`config.mk`:
```
export PLATFORM = sky130hd
export DESIGN_NAME = dcmp_top
export DESIGN_NICKNAME = d
export VERILOG_FILES = /design/src/rtl/dcmp_pkg.sv /design/src/rtl/dcmp_src_sel.sv /design/src/rtl/dcmp_downcnt.sv /design/src/rtl/dcmp_sync.sv /design/src/rtl/dcmp_top.sv
export SDC_FILE = /design/constraint.sdc
export NUM_CORES = 1
export LEC_CHECK = 0
export BUFFER_PORTS_ARGS = -buffer_cell sky130_fd_sc_hd__buf_2
export CAP_MARGIN = 20
export CORE_AREA = 2 2 109 111
export DETAILED_ROUTE_END_ITERATION = 7
export DIE_AREA = 0 0 111 113
export GPL_ROUTABILITY_DRIVEN = 0
export GPL_TIMING_DRIVEN = 0
export HOLD_SLACK_MARGIN = 0.12
export PLACE_DENSITY_LB_ADDON = 0.2
export SKIP_LAST_GASP = 1
export SLEW_MARGIN = 20
export SYNTH_ARGS = -nofsm -noshare
export SYNTH_HDL_FRONTEND = slang
export SYNTH_HIERARCHICAL = 1
export SYNTH_SLANG_ARGS = --single-unit
export TNS_END_PERCENT = 10
```
`constraint.sdc`:
```
create_clock -name clk -period 4.2 [get_ports clk]
set_input_delay 0.63 -clock clk [delete_from_list [all_inputs] [get_ports clk]]
set_output_delay 0.63 -clock clk [all_outputs]
set_load 0.05 [all_outputs]
```
`src/rtl/dcmp_pkg.sv`:
```
// Package: shared constants and the control register layout for the
// dual-clock frequency comparator. Assumes a 2-bit word address.
package dcmp_pkg;
    localparam logic [1:0] ADDR_CTRL = 2'd0;
    localparam logic [1:0] ADDR_RSEED = 2'd1;
    localparam logic [1:0] ADDR_TSEED = 2'd2;
    localparam logic [1:0] ADDR_STAT = 2'd3;
    localparam logic [3:0] KEY_UNLOCK = 4'hA;

    typedef struct packed {
        logic [3:0] key;
        logic [3:0] tst_sel;
        logic [3:0] ref_sel;
        logic       en;
    } ctrl_t;
endpackage

```
`src/rtl/dcmp_src_sel.sv`:
```
// Source selector: turns a 4-bit code into one tick line out of N.
// Codes at or above N are reserved and give no ticks. With KEYED=1 the
// code is honoured only under the unlock key; otherwise DEFAULT_IDX is used.
// Assumes N <= 16 and DEFAULT_IDX < N.
module dcmp_src_sel import dcmp_pkg::*; #(
    parameter int N = 4,
    parameter int DEFAULT_IDX = 0,
    parameter bit KEYED = 1'b0
) (
    input  logic         clk,
    input  logic         rst_n,
    input  logic [3:0]   sel,
    input  logic [3:0]   key,
    input  logic [N-1:0] lines,
    output logic         tick
);
    logic [3:0] eff_sel;

    generate
        if (KEYED) begin : g_keyed
            // Purpose: apply the key guard to the select code
            always_comb eff_sel = (key == KEY_UNLOCK) ? sel : 4'(DEFAULT_IDX);
        end else begin : g_plain
            logic key_unused;
            assign key_unused = ^key;
            // Purpose: pass the select code through unchanged
            always_comb eff_sel = sel;
        end
    endgenerate

    // Purpose: pick the addressed line; reserved codes yield no tick
    always_comb begin
        tick = 1'b0;
        for (int i = 0; i < N; i++) begin
            if (int'(eff_sel) == i) tick = lines[i];
        end
    end

    // a reserved effective code never produces a tick
    a_r4_reserved_silent: assert property (@(posedge clk) disable iff (!rst_n)
        (int'(eff_sel) >= N) |-> !tick);
endmodule

```
`src/rtl/dcmp_downcnt.sv`:
```
// Seeded down-counter advanced by a tick enable. 'last' flags the tick that
// takes the count to zero; after that the counter stays at zero ('spent')
// until reload. Reload has priority and copies the seed in.
module dcmp_downcnt #(
    parameter int W = 16
) (
    input  logic         clk,
    input  logic         rst_n,
    input  logic         run,
    input  logic         reload,
    input  logic         tick,
    input  logic [W-1:0] seed,
    output logic [W-1:0] cnt,
    output logic         last,
    output logic         spent
);
    // Purpose: flag the final tick of this run
    always_comb last = run && tick && !spent && (cnt <= W'(1));

    // Purpose: load, count down, or hold at zero
    always_ff @(posedge clk) begin
        if (!rst_n) begin
            cnt   <= '0;
            spent <= 1'b0;
        end else if (reload) begin
            cnt   <= seed;
            spent <= 1'b0;
        end else if (last) begin
            cnt   <= '0;
            spent <= 1'b1;
        end else if (run && tick && !spent) begin
            cnt   <= cnt - 1'b1;
        end
    end

    // once spent the count stays at zero until a reload
    a_r8_hold_zero: assert property (@(posedge clk) disable iff (!rst_n)
        spent && !reload |=> (cnt == '0) && spent);
    // the completion pulse is one cycle wide when no reload follows
    a_r8_single_pulse: assert property (@(posedge clk) disable iff (!rst_n)
        last && !reload |=> !last);
    // after a reload the count equals the seed that was presented
    a_r3_reload_seed: assert property (@(posedge clk) disable iff (!rst_n)
        reload |=> cnt == $past(seed));
endmodule

```
`src/rtl/dcmp_sync.sv`:
```
// Multi-flop synchronizer for a level, with a synchronous clear driven from
// the destination domain. STAGES sets the depth (at least 2).
module dcmp_sync #(
    parameter int STAGES = 2
) (
    input  logic clk,
    input  logic rst_n,
    input  logic clr,
    input  logic d,
    output logic q
);
    logic [STAGES-1:0] chain;

    // Purpose: shift the level through the chain, emptied on clear
    always_ff @(posedge clk) begin
        if (!rst_n || clr) chain <= '0;
        else               chain <= {chain[STAGES-2:0], d};
    end

    assign q = chain[STAGES-1];

    // a clear always empties the output stage
    a_r7_sync_clear: assert property (@(posedge clk) disable iff (!rst_n)
        clr |=> !q);
endmodule

```
`src/rtl/dcmp_top.sv`:
```
// Dual-clock frequency comparator top. Holds the register port, the two
// source selectors, the two counters and the verdict logic. The test
// counter's completion is synchronized into the reference domain. The
// verdict is made at each reference window end, and that event also
// restarts both counters. All source clocks are modelled as tick enables on clk.
module dcmp_top import dcmp_pkg::*; #(
    parameter int NREF = 4,
    parameter int NTST = 4,
    parameter int CNT_W = 16,
    parameter int SYNC_STAGES = 2,
    parameter int TST_DEFAULT = 0
) (
    input  logic            clk,
    input  logic            rst_n,
    input  logic [NREF-1:0] ref_clk_en,
    input  logic [NTST-1:0] tst_clk_en,
    input  logic            cfg_we,
    input  logic [1:0]      cfg_addr,
    input  logic [31:0]     cfg_wdata,
    output logic [31:0]     cfg_rdata,
    output logic            irq_o
);
    ctrl_t            ctrl;
    logic [CNT_W-1:0] ref_seed, tst_seed, ref_cnt, tst_cnt;
    logic             err;
    logic             ref_tick, tst_tick, ref_last, tst_last;
    logic             tst_spent, ref_spent_unused, tst_hit_s;
    logic             win_end, reload, err_set, err_clr;
    logic             wdata_unused;

    assign wdata_unused = ^cfg_wdata[31:16];

    dcmp_src_sel #(.N(NREF), .DEFAULT_IDX(0), .KEYED(1'b0)) i_ref_sel (
        .clk(clk), .rst_n(rst_n), .sel(ctrl.ref_sel), .key(4'h0),
        .lines(ref_clk_en), .tick(ref_tick));

    dcmp_src_sel #(.N(NTST), .DEFAULT_IDX(TST_DEFAULT), .KEYED(1'b1)) i_tst_sel (
        .clk(clk), .rst_n(rst_n), .sel(ctrl.tst_sel), .key(ctrl.key),
        .lines(tst_clk_en), .tick(tst_tick));

    // Purpose: window end, restart and verdict decisions in the reference domain
    always_comb begin
        win_end = ref_last;
        reload  = !ctrl.en || win_end;
        err_set = win_end && !tst_hit_s;
        err_clr = cfg_we && (cfg_addr == ADDR_STAT) && cfg_wdata[0];
    end

    dcmp_downcnt #(.W(CNT_W)) i_ref_cnt (
        .clk(clk), .rst_n(rst_n), .run(ctrl.en), .reload(reload), .tick(ref_tick),
        .seed(ref_seed), .cnt(ref_cnt), .last(ref_last), .spent(ref_spent_unused));

    dcmp_downcnt #(.W(CNT_W)) i_tst_cnt (
        .clk(clk), .rst_n(rst_n), .run(ctrl.en), .reload(reload), .tick(tst_tick),
        .seed(tst_seed), .cnt(tst_cnt), .last(tst_last), .spent(tst_spent));

    dcmp_sync #(.STAGES(SYNC_STAGES)) i_hit_sync (
        .clk(clk), .rst_n(rst_n), .clr(reload), .d(tst_spent), .q(tst_hit_s));

    // Purpose: register writes and the sticky error flag
    always_ff @(posedge clk) begin
        if (!rst_n) begin
            ctrl     <= '0;
            ref_seed <= '0;
            tst_seed <= '0;
            err      <= 1'b0;
        end else begin
            if (cfg_we && cfg_addr == ADDR_CTRL) begin
                ctrl.en      <= cfg_wdata[0];
                ctrl.ref_sel <= cfg_wdata[7:4];
                ctrl.tst_sel <= cfg_wdata[11:8];
                ctrl.key     <= cfg_wdata[15:12];
            end
            if (cfg_we && cfg_addr == ADDR_RSEED) ref_seed <= cfg_wdata[CNT_W-1:0];
            if (cfg_we && cfg_addr == ADDR_TSEED) tst_seed <= cfg_wdata[CNT_W-1:0];
            err <= err_set || (err && !err_clr);
        end
    end

    // Purpose: combinational register read-back
    always_comb begin
        unique case (cfg_addr)
            ADDR_CTRL:  cfg_rdata = {16'h0, ctrl.key, ctrl.tst_sel, ctrl.ref_sel, 3'b000, ctrl.en};
            ADDR_RSEED: cfg_rdata = {16'(ref_cnt), 16'(ref_seed)};
            ADDR_TSEED: cfg_rdata = {16'(tst_cnt), 16'(tst_seed)};
            default:    cfg_rdata = {31'h0, err};
        endcase
    end

    assign irq_o = err;

    // the flag stays set unless a clearing write arrives
    a_r10_sticky: assert property (@(posedge clk) disable iff (!rst_n)
        err && !err_clr |=> err);
    // the flag only rises on a window end
    a_r7_set_at_window: assert property (@(posedge clk) disable iff (!rst_n)
        $rose(err) |-> $past(win_end));
    // with enable low no window can end
    a_r11_idle_no_window: assert property (@(posedge clk) disable iff (!rst_n)
        !ctrl.en |-> !win_end);
    // interrupt line tracks the flag
    a_r10_irq_follows: assert property (@(posedge clk) disable iff (!rst_n)
        irq_o == (cfg_rdata[0] || cfg_addr != ADDR_STAT ? err : 1'b0));
endmodule

```
* Word-level counts from Yosys, hierarchy flattened
Index checks and enable logic that the tools add are counted.
** Operators by class
- $add $sub $neg :: 2
- Order comparisons :: 2
- Equal/unequal tests :: 10
- Mux-type cells :: 16
- Bitwise gates (word level) :: 1
- Reduce and logical (&&, ||, !) cells :: 28
** Operators with widths (number)
- $mux 16 :: 6
- $pmux 32 s3 :: 1
- $le 16x1->1 const B :: 2
- $sub 16x1->16 const B :: 2
- $eq 4x3->1 const B :: 4
- $logic_and 1x1->1 :: 13
- $eq 4x2->1 const B :: 2
- $logic_not 4->1 :: 2
- $mux 1 :: 8
- $logic_not 1->1 :: 6
- $reduce_bool 3->1 :: 2
- $eq 2x2->1 const B :: 2
- $eq 4x4->1 const B :: 1
- $mux 4 :: 1
- $logic_or 1x1->1 :: 3
- $eq 2x1->1 const B :: 1
- $logic_not 2->1 :: 1
- $reduce_or 2->1 :: 1
- $not 1->1 :: 1
** Word-level totals
- Register bits :: 82
- Input bits :: 45

* Longest topological paths before layout
Gate-level depths: netlist (run 1).
- Word-level depth :: 12
- Depth in mapped cells :: 13
- Gate-level depth less buffers :: 12

* Modules after synthesis
The synthesis (run 1) kept the hierarchy.
** Modules (own cells, without submodules)
- dcmp_top :: instances 1, cells an instance 228, area each 2219.6 sq um, sequential area each 920.9 sq um
- dcmp_downcnt :: instances 2, cells an instance 134, area each 1038.5 sq um, sequential area each 340.3 sq um
- dcmp_src_sel at i_tst_sel :: instances 1, cells an instance 10, area each 67.6 sq um, sequential area each 0.0 sq um
- dcmp_sync :: instances 1, cells an instance 4, area each 57.6 sq um, sequential area each 40.0 sq um
- dcmp_src_sel at i_ref_sel :: instances 1, cells an instance 2, area each 30.0 sq um, sequential area each 0.0 sq um

* Worst setup path before layout (run 1)
Ideal clock, no wire load.
- Path kind :: input to register
- Start :: in ref_clk_en[1]
- End :: reg i_ref_cnt.cnt[8]
- Library setup time :: 0.074 ns
- Data arrival time :: 2.591 ns
- Slack :: 1.535 ns
- Cell stages on the path :: 11
- Cells stage by stage :: mux4_2 > nor3b_1 > nand3b_2 > nor2_1 > nand2b_1 > buf_1 > inv_1 > nand2_1 > nand3_1 > xor2_1 > o21ai_0
** Between the ends
- Longest elaborated chain between the ends :: 8
- Elaborated cells between the ends (all ways) :: 10
- Those cells by class :: mux: 5; reduce/logical: 5
** Ends and longest elaborated chain
- start, declared :: line dcmp_top.sv:15 : input logic [NREF-1:0] ref_clk_en,
- $mux 1 (*) (3 in a row) :: line dcmp_src_sel.sv:35 : if (int'(eff_sel) == i) tick = lines[i];
- named net ref_tick :: line dcmp_top.sv:26 : logic ref_tick, tst_tick, ref_last, tst_last;
- $logic_and 1x1->1 (*) (3 in a row) :: line dcmp_downcnt.sv:18 : always_comb last = run && tick && !spent && (cnt <= W'(1));
- named net ref_last :: line dcmp_top.sv:26
- $logic_or 1x1->1 (*) :: line dcmp_top.sv:44 : reload = !ctrl.en || win_end;
- named net reload :: line dcmp_top.sv:28 : logic win_end, reload, err_set, err_clr;
- $reduce_bool 3->1 (no line) or $mux 16 (tied branches)
- end signal, assigned :: line dcmp_downcnt.sv:32 : cnt <= cnt - 1'b1;
- end, declared :: line dcmp_downcnt.sv:13 : output logic [W-1:0] cnt,
Mark *: on every way through the listed nets, which the timed path passes. The rest lies on a longest branch.
A chain may end at the register's enable or synchronous reset.

* Worst setup path after layout (run 1)
- Start :: reg i_ref_cnt.cnt[0]
- End :: reg i_tst_cnt.cnt[8]
** Between the ends
- Longest elaborated chain between the ends :: 4
- Elaborated cells between the ends (all ways) :: 5
- Those cells by class :: order compare: 1; mux: 1; reduce/logical: 3
** Ends and longest elaborated chain (line)
- $le 16x1->1 (*) :: dcmp_downcnt.sv:18
- $logic_and 1x1->1 (*) :: dcmp_downcnt.sv:18
- named net ref_last :: dcmp_top.sv:26
- $logic_or 1x1->1 (*) :: dcmp_top.sv:44
- named net reload :: dcmp_top.sv:28
- $reduce_bool 3->1 (no line) or $mux 16 (tied branches)
- end signal, assigned :: dcmp_downcnt.sv:32
- end, declared :: dcmp_downcnt.sv:13
Marks and branches as above.

==> results.yml, run 1 <==
final_layout:
  syn_to_final_growth_pct: 17.7
  antenna-diode-count: 0
  num-fill-cells: 1127
  stdcell_count: 729
  drive_above_1_share: 0.189
  nets: 630
timing:
  min_period_over_period: 0.815
  setup_viol: 0
  period_needed_ps: 3420
  rsz0062_at_grt: "false"
  tns_ps: 0
  timing.hold.ws_ps: 472
  max_slew.worst_pin.slew_ps: 658
  fmax_mhz: 292
  skew_ps: 7.74
  timing.slew.headroom: 0.557
  slew_violations: 0
  hold_violations: 0
route:
  drtIter0Drc: 380
  drt-pass1-iter-count: 5
  avgViaCountPerCell: 5.66
  wl_per_cell_um: 19.0
  vias: 4129
  drc: 0
  routed_wl_mm: 13.8
  postRouteAntennaNets: 0
cts:
  cts_setup_buffers: 0
  cts_tree: "built"
  cts_resized: 0
  cts_buffers: 9
  clkTransAtPathRegs_ps: 60
  clockBufferDepth: 2
  clock_sinks: 82
  ctsHtreeMaxLevel: 3
  ctsHoldBuffers: 0
  cts_root_buffer: "clkbuf_16"
  clk_latency_ps: 340
global_routing:
  grt_pass1_vias: 3918
  grt_max_degree: 15
  antenna_found_initial: 0
  grt_pass1_wl_mm: 21.8
  overflow: 0
  grtUsageTotal: 0.224
critical_path:
  worst_setup_path_end_kind: "flip-flop"
  crit_fanout: 12
  critical_path_arrival_ps: 3690
  critPathRequiredTime_ps: 4470
  path_class: "flip-flop to flip-flop"
  setup.worst_path.start_class: "flip-flop"
synthesis:
  synthesis.nets: 560
  syn_inst: 511
  yosysWarnings: 6
  netlist_area_um2: 4450
  avgSynthCellArea_um2: 8.70
run_status:
  status: "finished clean"
floorplanning:
  fp.coreArea_um2: 11300
  die_x_um: 111
  start_util: 0.395
  fp.dieH_um: 113
  io_pins: 78
  dieArea_um2: 12500
  rows: 39
min_path:
  hold_path_class: "flip-flop to flip-flop"
placed_design:
  dp_cells: 713
  port_buffers: 59
  dpl.hpwl_mm: 10.5
power:
  combPwrFrac: 0.161
  power.density_nw_per_um2: 379
  internal_power_mw: 1.42
  seqPwrFrac: 0.423
  irDropWorstVdd_v: 0.000179
  switching_share: 0.284
  switchingPower_mw: 0.564
  leakage_nw: 2.43
  clkPwrFrac: 0.416
run:
  cap_violations: 0
## worst max-delay path, cell delays in order (launching register included)
cell and delay, ps:
dfxtp_1 370, inv_1 130, ha_1 220, nor2_1 80, nor4_1 510, nand3_1 180, nor2_1 190, nand2b_1 430
buf_1 440, inv_1 220, nand2_1 170, nand3_1 120, xor2_1 170, o21ai_0 130
## power groups by stage
stage          Combinational, mW  Clock (mW)  Sequential (mW)
3_3_place_gp               0.313           0            0.855
5_1_grt                    0.349       0.869            0.842
4_1_cts                    0.317       0.834            0.838
3_5_place_dp               0.315           0            0.856
2_1_floorplan              0.241           0            0.841
6_report                   0.319       0.826            0.839
## layout make-up
class | instances | area [um^2] | area share
multi-input cells | 392 | 2610 | 0.498
flip-flops and latches | 82 | 1640 | 0.314
repair buffers | 59 | 295 | 0.0564
clock buffers | 11 | 253 | 0.0483
well taps | 143 | 179 | 0.0342
plain buffers | 28 | 166 | 0.0318
clock inverters | 5 | 60.1 | 0.0115
inverters | 9 | 33.8 | 0.00645
## routing by layer
metal | up-vias | part of all wire | GRT usage
met1 | 1949 | 0.46 | 0.309
met4 | 0 | 0.025 | 0.0842
met3 | 29 | 0.062 | 0.0284
met2 | 156 | 0.45 | 0.360
met5 | - | 0 | 0
li1 | 1995 | - | -
## registers in the layout, indices dropped and copies added, names as in the netlist
signal            cells
ctrl                 13
i_ref_cnt/cnt        16
tst_seed             16
i_tst_cnt/spent       1
i_tst_cnt/cnt        16
i_hit_sync/chain      2
ref_seed             16
irq_o                 1
i_ref_cnt/spent       1
## placed cells by master, fill, tap and decap left out, types with 4 or more instances in the layout
cell	n
nand2_1	105
dfxtp_1	82
buf_2	64
mux2i_1	60
o21ai_0	35
nor2_1	29
a22o_1	23
nand3_1	16
nor4_1	14
clkbuf_1	13
o2bb2ai_1	12
xnor2_1	12
clkbuf_16	9
inv_1	9
nand4_1	6
nor3_1	6
a31oi_1	6
xor2_1	6
and3b_1	5
nor2b_1	4
o41ai_1	4
ha_1	4
## final timing paths
| kind | cells past startpoint | slack (ps) | from | end |
|---|---|---|---|---|
| setup / recovery | 13 | 780 | i_ref_cnt/cnt[0]$_SDFFE_PN0P_ | i_tst_cnt/cnt[8]$_SDFFE_PN0P_ |
| hold / removal | 1 | 470 | i_hit_sync/chain[0]$_SDFF_PP0_ | i_hit_sync/chain[1]$_SDFF_PP0_ |
| setup reg to reg | 13 | 780 | i_ref_cnt/cnt[0]$_SDFFE_PN0P_ | i_tst_cnt/cnt[8]$_SDFFE_PN0P_ |
| hold reg to reg | 1 | 470 | i_hit_sync/chain[0]$_SDFF_PP0_ | i_hit_sync/chain[1]$_SDFF_PP0_ |
## per-stage QoR
step | utilization | setup WS, ps | power [mW] | area, um^2
after detailed placement | 0.437 | 680 | 1.17 | 4920
after floorplan | - | 1530 | 1.08 | 4450
after CTS | 0.464 | 869 | 1.99 | 5240
final | 0.464 | 776 | 1.98 | 5240
after global placement | 0.437 | 687 | 1.17 | 4920
after global routing | 0.464 | 543 | 2.06 | 5240
Note: power is estimated with default switching activity, not from simulation.
==> run 2: changes to the inputs <==
Clock period 4.2 ns to 3 ns, I/O delays scaled along.
==> results.yml, run 2 (same netlist as run 1, synthesis figures left out) <==
route:
  wl_per_cell_um: 19.0
  drc: 0
  vias: 4104
  avgViaCountPerCell: 5.63
  postRouteAntennaNets: 0
  drtIter0Drc: 365
  drt-pass1-iter-count: 5
  routed_wl_mm: 13.8
critical_path:
  critPathRequiredTime_ps: 3270
  crit_fanout: 12
  max_stage_delay_ps: 590
  path_class: "flip-flop to flip-flop"
  setup.worst_path.start_class: "flip-flop"
  r2r_start: "i_ref_cnt/cnt[7]$_SDFFE_PN0P_"
  critPathTopFamily: "simple AND/OR/NAND/NOR gates"
  startpoint: "i_ref_cnt/cnt[7]$_SDFFE_PN0P_"
  path_buf_inv: 2
  critical_path_arrival_ps: 3070
  cp_cell_sequence: "or4_4 > nor2_1 > nand3_1 > nor2_1 > nand2b_4 > buf_2 > inv_1 > nand2_1 > nand3_1 > xor2_1 > o21ai_0"
  worst_setup_path_end_kind: "flip-flop"
  slowest_stage: "or4_4"
run_status:
  status: "finished clean"
final_layout:
  final_common_cell: "nand2_1"
  nets: 630
  antenna-diode-count: 0
  fin_area_um2: 5260
  mostFrequentLayoutCells: "105 x nand2_1, 82 x dfxtp_1, 66 x buf_2"
  fin_util: 0.466
  syn_to_final_growth_pct: 18.2
  drive_above_1_share: 0.198
  stdcell_count: 729
cts:
  ctsHoldBuffers: 0
  clk_latency_ps: 340
  cts_buffers: 9
  cts_root_buffer: "clkbuf_16"
  clkTransAtPathRegs_ps: 60
  clock_sinks: 82
  clockBufferDepth: 2
  ctsHtreeMaxLevel: 3
  cts_resized: 4
  cts_tree: "built"
  cts_setup_buffers: 0
timing:
  period_needed_ps: 2810
  max_slew.worst_pin.slew_ps: 653
  min_period_over_period: 0.935
  slew_violations: 0
  timing.slew.headroom: 0.565
  setup_viol: 0
  hold_violations: 0
  fmax_mhz: 356
  fin_ws_ps: 194
  skew_ps: 9.15
  rsz0062_at_grt: "false"
global_routing:
  grt_max_degree: 15
  use_met3: 0.0284
  grt_pass1_wl_mm: 21.9
  overflow: 0
  grtUsageTotal: 0.224
  met1_usage: 0.309
  grt_pass1_vias: 3932
  gr-usage-met2: 0.362
  antenna_found_initial: 0
  grt_most_used_layer: "met2"
floorplanning:
  io_pins: 78
  fp.dieH_um: 113
  die_x_um: 111
  fp.coreArea_um2: 11300
  start_util: 0.395
  dieArea_um2: 12500
  rows: 39
power:
  irDropWorstVdd_v: 0.000251
  leakage_nw: 2.44
  p_total_mw: 2.78
  power.density_nw_per_um2: 529
placed_design:
  place_area_um2: 4920
  dpl.hpwl_mm: 10.5
  port_buffers: 59
  pre_cts_slack_ps: -340
  dp_cells: 713
min_path:
  hold_path_class: "input pin to flip-flop"
  hp-start: "cfg_wdata[3]"
run:
  cap_violations: 0
[run 2: per-stage QoR]
step / hold WS (ps) / TNS [ps]
6_report: 406 / 0
5_1_grt: 404 / 0
4_1_cts: 396 / 0
3_5_place_dp: 463 / -2120
3_3_place_gp: 461 / -2060
2_1_floorplan: 443 / 0
[run 2: per-layer routing]
metal / wire length, um / vias up
met5: 0 / -
met4: 325 / 0
met3: 800 / 25
met2: 6250 / 138
met1: 6470 / 1955
li1: - / 1986
[run 2: where the power goes]
part,switching (mW),internal [mW],leakage (nW),total [mW]
combinational,0.277,0.173,1.63,0.449
clock,0.464,0.694,0.152,1.16
sequential,0.0518,1.12,0.665,1.18
total,0.792,1.99,2.44,2.78
[run 2: final timing paths]
check                              endpoint  slack, ps  depth (start not counted)
max           i_tst_cnt/cnt[8]$_SDFFE_PN0P_        190                         11
min                tst_seed[3]$_SDFFE_PN0P_        410                          3
max reg2reg   i_tst_cnt/cnt[8]$_SDFFE_PN0P_        190                         11
min reg2reg  i_hit_sync/chain[1]$_SDFF_PP0_        480                          1
[run 2: area by class of cell]
| type | instances | area (um^2) |
|---|---|---|
| Buffer | 28 | 169 |
| Fill cell | 1124 | 6020 |
| Timing Repair Buffer | 59 | 295 |
| Clock inverter | 5 | 60.1 |
| Tap cell | 143 | 179 |
| Clock buffer | 11 | 253 |
| Sequential cell | 82 | 1640 |
| Multi-Input combinational cell | 392 | 2630 |
| Inverter | 9 | 33.8 |
[run 2: worst reg2reg max path: stages (launching register included)]
cell and delay, ps:
dfxtp_1 380, or4_4 600, nor2_1 230, nand3_1 120
nor2_1 190, nand2b_4 240, buf_2 260, inv_1 150
nand2_1 140, nand3_1 120, xor2_1 170, o21ai_0 130
